===== config.mk =====
export PLATFORM = sky130hd
export DESIGN_NAME = prev_word_readout
export DESIGN_NICKNAME = d
export VERILOG_FILES = /design/src/rtl/readout_pkg.sv /design/src/rtl/bit_sync.sv /design/src/rtl/strobe_qual.sv /design/src/rtl/word_shifter.sv /design/src/rtl/prev_word_readout.sv
export SDC_FILE = /design/constraint.sdc
export NUM_CORES = 1
export LEC_CHECK = 0
export ABC_AREA = 1
export BUFFER_PORTS_ARGS = -buffer_cell sky130_fd_sc_hd__buf_4
export CAP_MARGIN = 20
export CELL_PAD_IN_SITES_DETAIL_PLACEMENT = 0
export CELL_PAD_IN_SITES_GLOBAL_PLACEMENT = 1
export CORE_ASPECT_RATIO = 1.1
export CORE_MARGIN = 4
export CORE_UTILIZATION = 45
export DETAILED_ROUTE_END_ITERATION = 16
export GPL_TIMING_DRIVEN = 0
export PLACE_DENSITY = 0.91
export SYNTH_ARGS = -nofsm -noshare
export SYNTH_HDL_FRONTEND = slang
export SYNTH_SLANG_ARGS = --single-unit

===== constraint.sdc =====
create_clock -name clk_i -period 3.73 [get_ports clk_i]
set_input_delay 0.746 -clock clk_i [delete_from_list [all_inputs] [get_ports clk_i]]
set_output_delay 0.746 -clock clk_i [all_outputs]
set_load 0.02 [all_outputs]

===== src/rtl/readout_pkg.sv =====
package readout_pkg;
  localparam int unsigned ERR_W     = 2;
  localparam int unsigned ERR_SHORT = 0;
  localparam int unsigned ERR_LATE  = 1;
  typedef logic [ERR_W-1:0] err_vec_t;
endpackage


===== src/rtl/bit_sync.sv =====
module bit_sync #(
  parameter int unsigned W = 1,
  parameter logic [W-1:0] RST_VAL = '0
) (
  input  logic         clk_i,
  input  logic         rst_ni,
  input  logic [W-1:0] d_i,
  output logic [W-1:0] q_o
);
  for (genvar i = 0; i < W; i++) begin : g_bit
    logic [1:0] ff;
    always_ff @(posedge clk_i or negedge rst_ni) begin
      if (!rst_ni) ff <= {2{RST_VAL[i]}};
      else         ff <= {ff[0], d_i[i]};
    end
    assign q_o[i] = ff[1];
  end
endmodule


===== src/rtl/strobe_qual.sv =====
module strobe_qual
  import readout_pkg::*;
#(
  parameter int unsigned MIN_LOW = 2
) (
  input  logic     clk_i,
  input  logic     rst_ni,
  input  logic     lat_s_i,
  input  logic     ck_s_i,
  output logic     load_o,
  output err_vec_t err_o
);
  localparam int unsigned CW = $clog2(MIN_LOW + 1);
  localparam logic [CW-1:0] LOW_MAX = CW'(MIN_LOW);
  localparam logic [CW-1:0] LOW_HIT = CW'(MIN_LOW - 1);

  logic [CW-1:0] low_cnt;
  logic          late_seen, ck_d;
  logic          ck_rise, late_now, short_now;
  err_vec_t      err_q;

  assign ck_rise   = ck_s_i & ~ck_d;
  // core clears its result on the conversion clock edge: capture would be stale
  assign late_now  = ~lat_s_i & (low_cnt < LOW_MAX) & ck_rise;
  assign load_o    = ~lat_s_i & (low_cnt == LOW_HIT) & ~late_seen & ~late_now;
  assign short_now = lat_s_i & (low_cnt != '0) & (low_cnt < LOW_MAX);

  always_ff @(posedge clk_i or negedge rst_ni) begin
    if (!rst_ni) begin
      ck_d      <= 1'b0;
      low_cnt   <= '0;
      late_seen <= 1'b0;
      err_q     <= '0;
    end else begin
      ck_d <= ck_s_i;
      if (lat_s_i) begin
        low_cnt   <= '0;
        late_seen <= 1'b0;
      end else begin
        if (low_cnt != LOW_MAX) low_cnt <= low_cnt + 1'b1;
        if (late_now)           late_seen <= 1'b1;
      end
      if (short_now) err_q[ERR_SHORT] <= 1'b1;
      if (late_now)  err_q[ERR_LATE]  <= 1'b1;
    end
  end

  assign err_o = err_q;
endmodule


===== src/rtl/word_shifter.sv =====
module word_shifter #(
  parameter int unsigned W = 16
) (
  input  logic         clk_i,
  input  logic         rst_ni,
  input  logic         load_i,
  input  logic [W-1:0] data_i,
  output logic         sdo_o
);
  localparam int unsigned CW = $clog2(W);

  logic [W-1:0]  sreg;
  logic [CW-1:0] cnt;

  always_ff @(posedge clk_i or negedge rst_ni) begin
    if (!rst_ni) begin
      sreg <= '0;
      cnt  <= '0;
    end else if (load_i) begin
      sreg <= data_i;
      cnt  <= CW'(W - 1);
    end else if (cnt != '0) begin
      sreg <= {sreg[W-2:0], 1'b0};
      cnt  <= cnt - 1'b1;
    end
  end

  assign sdo_o = sreg[W-1];
endmodule


===== src/rtl/prev_word_readout.sv =====
module prev_word_readout
  import readout_pkg::*;
#(
  parameter int unsigned WIDTH   = 16,
  parameter int unsigned MIN_LOW = 2
) (
  input  logic             clk_i,
  input  logic             rst_ni,
  input  logic             conv_clk_i,
  input  logic             latch_ni,
  input  logic [WIDTH-1:0] result_i,
  output logic             sdo_o,
  output logic             conv_o,
  output logic [ERR_W-1:0] err_o
);
  logic     lat_s, ck_s, load;
  logic     conv_q;
  err_vec_t err;

  bit_sync #(.W(2), .RST_VAL(2'b01)) u_sync (
    .clk_i  (clk_i),
    .rst_ni (rst_ni),
    .d_i    ({conv_clk_i, latch_ni}),
    .q_o    ({ck_s, lat_s})
  );

  strobe_qual #(.MIN_LOW(MIN_LOW)) u_qual (
    .clk_i   (clk_i),
    .rst_ni  (rst_ni),
    .lat_s_i (lat_s),
    .ck_s_i  (ck_s),
    .load_o  (load),
    .err_o   (err)
  );

  word_shifter #(.W(WIDTH)) u_shift (
    .clk_i  (clk_i),
    .rst_ni (rst_ni),
    .load_i (load),
    .data_i (result_i),
    .sdo_o  (sdo_o)
  );

  always_ff @(posedge clk_i or negedge rst_ni) begin
    if (!rst_ni) conv_q <= 1'b0;
    else         conv_q <= load;
  end

  assign conv_o = conv_q;
  assign err_o  = err;
endmodule


==> impl_metrics.csv, run 1 <==
group,metric,value,unit
cts,cts_buffer_depth,2,
synthesis,synth_warnings,0,
cells_and_area,layout_commonest_cell,"nand2_1",
cts,postCtsSetupRepairBufs,0,
setup_path,end_kind,"output pin",
setup_path,crit_chain,"buf_4",
detailed_routing,via_per_inst,4.64,
floorplanning,die_h,70.8,um
pwr,cellPowerDensity,629,nW/um2
placed_design,place_inst,262,
pwr,worst_ir_drop_vdd,0.290,mV
synthesis,syn_area,1610,um2
sta,fin_worst_skew,0.00667,ns
placed_design,io_buffers,23,
cells_and_area,multiInputGateArea,651,um2
detailed_routing,drc,0,
setup_path,cp.arrival,0.88,ns
global_route,grtUsageTotal,15.2,%
outcome,status,"finished clean",
cts,insertion_delay,0.33,ns
cts,cts_buffers,5,
detailed_routing,vias,1253,
cells_and_area,fin_nets,246,
detailed_routing,ant_nets,0,
pwr,power.total,1.21,mW
global_route,grt_max_degree,32,
cts,root_buffer,"clkbuf_4",
hold_path,hp-class,"in2async",
flow_run,max-cap-violations,0,
synthesis,yosys-top-cells-area,"dfrtp_1, nand2_1, nand3_1, inv_1, ha_1",
pwr,power_leakage,1.08,nW
setup_path,path_buf_inv,1,
cts,ctsHoldBuffers,0,
cells_and_area,drive_gt1_share,23.4,%
global_route,grt_pass1_vias,1211,
synthesis,synth.largest_area_cell,"dfrtp_1",
synthesis,yosysSeqAreaShare,48.2,%
pwr,p_int,0.766,mW
cts,cts_sinks,31,
detailed_routing,drtIter0Drc,75,
sta,relSlewSlack,73.9,%
pwr,seqPwrFrac,43.1,%
global_route,grt_overflow_total,0,
setup_path,crit_required,2.98,ns
setup_path,path_class,"reg2out",
floorplanning,rows,22,
cts,clkSlewWorstSetupHoldPaths,0.09,ns
sta,setup_viol,0,
sta,slew_violations,0,
detailed_routing,firstDrtPassIters,4,
cells_and_area,final-seq-area,778,um2
floorplanning,io_pins,24,
cells_and_area,final_util,56.6,%
floorplanning,start_util,47.7,%
sta,rsz0062_at_grt,"false",
cells_and_area,instances_no_fill,270,
floorplanning,core,3390,um2
setup_path,crit_path_top_delay_cell,"dfrtp_1",
synthesis,synth_cell_types,23,
cts,cts_tree,"built",
floorplanning,die_area,4610,um2
sta,max_freq,0.617,GHz
pwr,netSwitchingPower,0.440,mW
setup_path,startpoint_type,"register",
setup_path,critPathTopFamily,"flip-flops",
sta,worst_pin_slew,0.391,ns
pwr,swShare,36.5,%
setup_path,cp_max_fo,2,
pwr,p_comb_share,38.5,%
sta,tns,0,ns
detailed_routing,wire_per_inst,10.8,um
pwr,pwr-share-clk,18.4,%
cts,cts_htree_levels,2,
placed_design,hpwl,2.01,mm
placed_design,routabilityCongestion,0.738,
synthesis,mappedNetlistNets,216,
cells_and_area,most-common-layout-cells,"nand2_1, nand3_1, dfrtp_1, buf_4, inv_1",
synthesis,yosysTopAreaCellShare,45.0,%
sta,hold_viol_final,0,
detailed_routing,totalWireLength,2.92,mm
synthesis,yosys_register_bits,31,
cts,ctsResizeCount,0,
global_route,grt_pass1_wl,5.43,mm
cells_and_area,diodes,0,
sta,period_needed,1.62,ns
cells_and_area,fill_cells,334,
sta,finalCritPeriodShare,43.5,%
synthesis,synth_area_per_cell,8.45,um2
setup_path,slowest_delay,0.39,ns
global_route,antenna_found_initial,0,
synthesis,syn_inst,191,
cells_and_area,area_delta_synth_final,18.7,%
floorplanning,die_w,65.1,um
## power by group through the flow
stage               clock [mW]  sequential, mW  combinational (mW)
finish                   0.222           0.520               0.464
global route             0.244           0.537               0.546
CTS                      0.231           0.521               0.473
detailed placement           0           0.528               0.469
global placement             0           0.525               0.463
floorplan                    0           0.525               0.359
## per-stage QoR
step / setup slack, ns / hold slack, ns / cell area [um2]
2_1_floorplan: 2.38 / 0.331 / 1610
3_3_place_gp: 2.24 / 0.334 / 1850
3_5_place_dp: 2.23 / 0.341 / 1850
4_1_cts: 2.09 / 0.336 / 1920
5_1_grt: 2.06 / 0.343 / 1920
6_report: 2.11 / 0.334 / 1920
## final cells by class
type,instances,area share [%]
well taps,48,3.14
flip-flops and latches,31,40.6
inverters,25,4.90
repair buffers,23,9.01
clock buffers,8,3.59
multi-input cells,127,34.0
plain buffers,8,4.77
## synthesized netlist by cell type (all sizes together)
| library cell | n |
|---|---|
| nand2 | 75 |
| nand3 | 34 |
| dfrtp | 29 |
| inv | 25 |
| buf | 6 |
| ha | 5 |
| nor2 | 4 |
| o21ai | 3 |
| a21oi | 2 |
| clkbuf | 2 |
| dfstp | 2 |
| o211ai | 2 |
| o21bai | 1 |
| xnor2 | 1 |
## cell families (layout without fill, tap and decap cells)
kind of cell	after synthesis	count (layout)	share of synthesized area, %
XOR/XNOR	1	1	0.543
flip-flops	31	31	48.2
buffers and inverters	33	64	11.5
adder cells (fa/ha/maj)	5	5	3.88
AND/OR/NAND/NOR	113	113	32.9
AO/OA/AOI/OAI	8	8	2.95
## state kept, by name (all words and copies together), names as in the netlist
name              cells
u_qual.err_o          2
u_shift.sreg         16
u_sync.g_bit.ff       4
u_shift.cnt           4
u_qual.ck_d           1
conv_o                1
u_qual.late_seen      1
u_qual.low_cnt        2
## metal layers
| metal | GRT usage [%] | part of all wire, % | up-vias |
|---|---|---|---|
| met1 | 20.9 | 48 | 558 |
| li1 | - | - | 658 |
| met5 | 0 | 0 | - |
| met2 | 21.7 | 43 | 32 |
| met4 | 6.22 | 1.6 | 0 |
| met3 | 5.40 | 6.4 | 5 |
## worst paths after layout
check	from	to	slack (ns)	cells after the start
max in group asynchronous	rst_ni	u_sync.g_bit[0].ff[0]	3.07	1
hold / removal	rst_ni	u_shift.sreg[15]	0.33	1
min in group clk_i	u_sync.g_bit[1].ff[0]	u_sync.g_bit[1].ff[1]	0.36	0
setup reg to reg	u_qual.low_cnt[1]	u_shift.sreg[12]	2.24	8
hold reg to reg	u_sync.g_bit[1].ff[0]	u_sync.g_bit[1].ff[1]	0.36	0
setup / recovery	u_qual.err_o[1]	err_o[1]	2.11	1
Power figures use the tool's default switching activity.
==> run 2: changes to the inputs <==
--- a/config.mk
+++ b/config.mk
@@ -12,10 +12,10 @@
 export CELL_PAD_IN_SITES_GLOBAL_PLACEMENT = 1
 export CORE_ASPECT_RATIO = 1.1
 export CORE_MARGIN = 4
-export CORE_UTILIZATION = 45
+export CORE_UTILIZATION = 42
 export DETAILED_ROUTE_END_ITERATION = 16
 export GPL_TIMING_DRIVEN = 0
-export PLACE_DENSITY = 0.91
+export PLACE_DENSITY = 0.87
 export SYNTH_ARGS = -nofsm -noshare
 export SYNTH_HDL_FRONTEND = slang
 export SYNTH_SLANG_ARGS = --single-unit
==> constraint.sdc (replaced) <==
create_clock -name clk_i -period 1.64 [get_ports clk_i]
set_input_delay 0.328 -clock clk_i [delete_from_list [all_inputs] [get_ports clk_i]]
set_output_delay 0.328 -clock clk_i [all_outputs]
set_load 0.02 [all_outputs]
==> run 2 against run 1 <==
  * Sequential power up 130%
  * Routed wire length up 6.7%
  * Utilization down 3.4 points
==> impl_metrics.csv, run 2 (synthesized netlist as in run 1, its figures left out) <==
group,metric,value,unit
outcome,status,"finished clean",
pwr,cellPowerDensity,1480,nW/um2
setup_path,startpoint_type,"register",
setup_path,ff2ff_setup_slack,0.13,ns
sta,tns,0,ns
global_route,grt_pass1_vias,1168,
sta,hold_ws,0.148,ns
setup_path,crit_top_cell,"nand2_1",
cells_and_area,fin_nets,247,
setup_path,reg2regPathDepth,8,
sta,period_needed,1.51,ns
placed_design,hpwl,2.15,mm
setup_path,worstSetupStartpoint,"u_qual.low_cnt[1]",
floorplanning,die_w,67.1,um
sta,hold_viol_final,0,
global_route,antenna_found_initial,0,
floorplanning,rows,23,
detailed_routing,vias,1240,
cts,root_buffer,"clkbuf_8",
sta,relSlewSlack,74.1,%
sta,worst_slack,0.132,ns
detailed_routing,drc,0,
global_route,grt_overflow_total,0,
cts,cts_htree_levels,2,
cells_and_area,diodes,0,
setup_path,cp_max_fo,10,
setup_path,endpoint,"u_shift.sreg[8]",
detailed_routing,wire_per_inst,11.4,um
hold_path,hp-class,"in2reg",
cts,cts_tree,"built",
sta,rsz0062_at_grt,"false",
detailed_routing,firstDrtPassIters,4,
pwr,worst_ir_drop_vdd,0.667,mV
cts,insertion_delay,0.28,ns
sta,setup_viol,0,
cells_and_area,layout_commonest_cell,"nand2_1",
cells_and_area,top_regs,"u_shift.sreg (16), u_shift.cnt (4), u_sync.g_bit.ff (4)",
sta,slew_violations,0,
setup_path,cp.arrival,1.68,ns
global_route,grt_pass1_wl,5.29,mm
setup_path,crit_required,1.81,ns
detailed_routing,ant_nets,0,
setup_path,crit_chain,"inv_1, ha_1, nand2_4, nor2_8, buf_4, nand3_1, nand2_1, nand2_1",
sta,max_freq,0.663,GHz
sta,finalCritPeriodShare,91.9,%
sta,worst_pin_slew,0.389,ns
placed_design,routabilityCongestion,0.732,
floorplanning,die_area,4900,um2
setup_path,path_class,"reg2reg",
setup_path,crit_path_top_delay_cell,"dfrtp_1",
cts,cts_buffer_depth,2,
detailed_routing,via_per_inst,4.54,
setup_path,r2r-start,"u_qual.low_cnt[1]",
detailed_routing,totalWireLength,3.11,mm
setup_path,r2r-end,"u_shift.sreg[8]",
cells_and_area,largest_reg_flops,16,
floorplanning,core,3680,um2
floorplanning,start_util,43.8,%
cells_and_area,fill_cells,378,
cells_and_area,drive_gt1_share,23.3,%
cts,cts_sinks,31,
global_route,grtUsageTotal,14.6,%
placed_design,post-place-ws,0.143,ns
cts,postCtsSetupRepairBufs,0,
cells_and_area,area_delta_synth_final,21.4,%
cells_and_area,top_register,"u_shift.sreg",
floorplanning,io_pins,24,
sta,fin_worst_skew,0.0108,ns
cts,clkSlewWorstSetupHoldPaths,0.07,ns
detailed_routing,drtIter0Drc,66,
pwr,power.total,2.90,mW
cts,cts_buffers,5,
pwr,power_leakage,1.09,nW
cells_and_area,most-common-layout-cells,"nand2_1, nand3_1, dfrtp_1, buf_4, inv_1",
cells_and_area,final_util,53.2,%
floorplanning,die_h,73.0,um
global_route,grt_max_degree,32,
setup_path,end_kind,"register",
setup_path,slowest_delay,0.40,ns
placed_design,io_buffers,23,
flow_run,max-cap-violations,0,
## run 2: cell types whose count changed in the layout (fill, tap and decap cells not counted), sizes merged
cell         change
dlygate4sd3      +1
## run 2: timing repair
action | 4_1_cts | 5_1_grt
resized for setup | 0 | 0
hold buffers | 1 | 0
endpoints found under the hold margin | 29 | 0
## run 2: worst min-delay path by stage
| stage | from | to | slack [ns] | cells after the start |
|---|---|---|---|---|
| global placement | rst_ni | u_qual.low_cnt[0] | 0.29 | 1 |
| floorplan | rst_ni | conv_o | 0.03 | 0 |
| detailed placement | rst_ni | u_shift.sreg[2] | 0.29 | 1 |
| global route | latch_ni | u_sync.g_bit[0].ff[0] | 0.13 | 1 |
| finish | latch_ni | u_sync.g_bit[0].ff[0] | 0.15 | 1 |
| CTS | latch_ni | u_sync.g_bit[0].ff[0] | 0.14 | 1 |
## run 2: routing by layer
metal  vias up  wire [um]  track usage (%)
li1        651          -                -
met1       565       1430             18.3
met2        20       1500             23.3
met3         4        146             4.62
met4         0         36             5.41
met5         -          0                0
## run 2: worst max-delay path, delay by kind of cell (launching register included)
family,cells,cell delay (ns)
buffers and inverters,2,0.32
and+or+nand+nor,5,0.45
adders and majority gates,1,0.22
DFF,1,0.40
## run 2: area by class of cell
class	instances	area (um2)	share of cell area (%)
timing repair buffer	24	183	9.32
tap	50	62.6	3.19
multi-input combinational	127	651	33.2
sequential	31	778	39.7
buffer	8	91.3	4.66
inverter	25	93.8	4.79
clock buffer	8	100	5.11
## run 2: where the power goes
part / internal (mW) / leakage, nW / switching (mW) / total [mW]
registers: 1.04 / 0.366 / 0.154 / 1.20
logic: 0.454 / 0.677 / 0.596 / 1.05
clock network: 0.383 / 0.0515 / 0.276 / 0.659
## run 2: metrics by stage
stage | cell area, um2 | std cells
2_1_floorplan | 1610 | 191
3_3_place_gp | 1850 | 264
3_5_place_dp | 1850 | 264
4_1_cts | 1960 | 273
5_1_grt | 1960 | 273
6_report | 1960 | 273
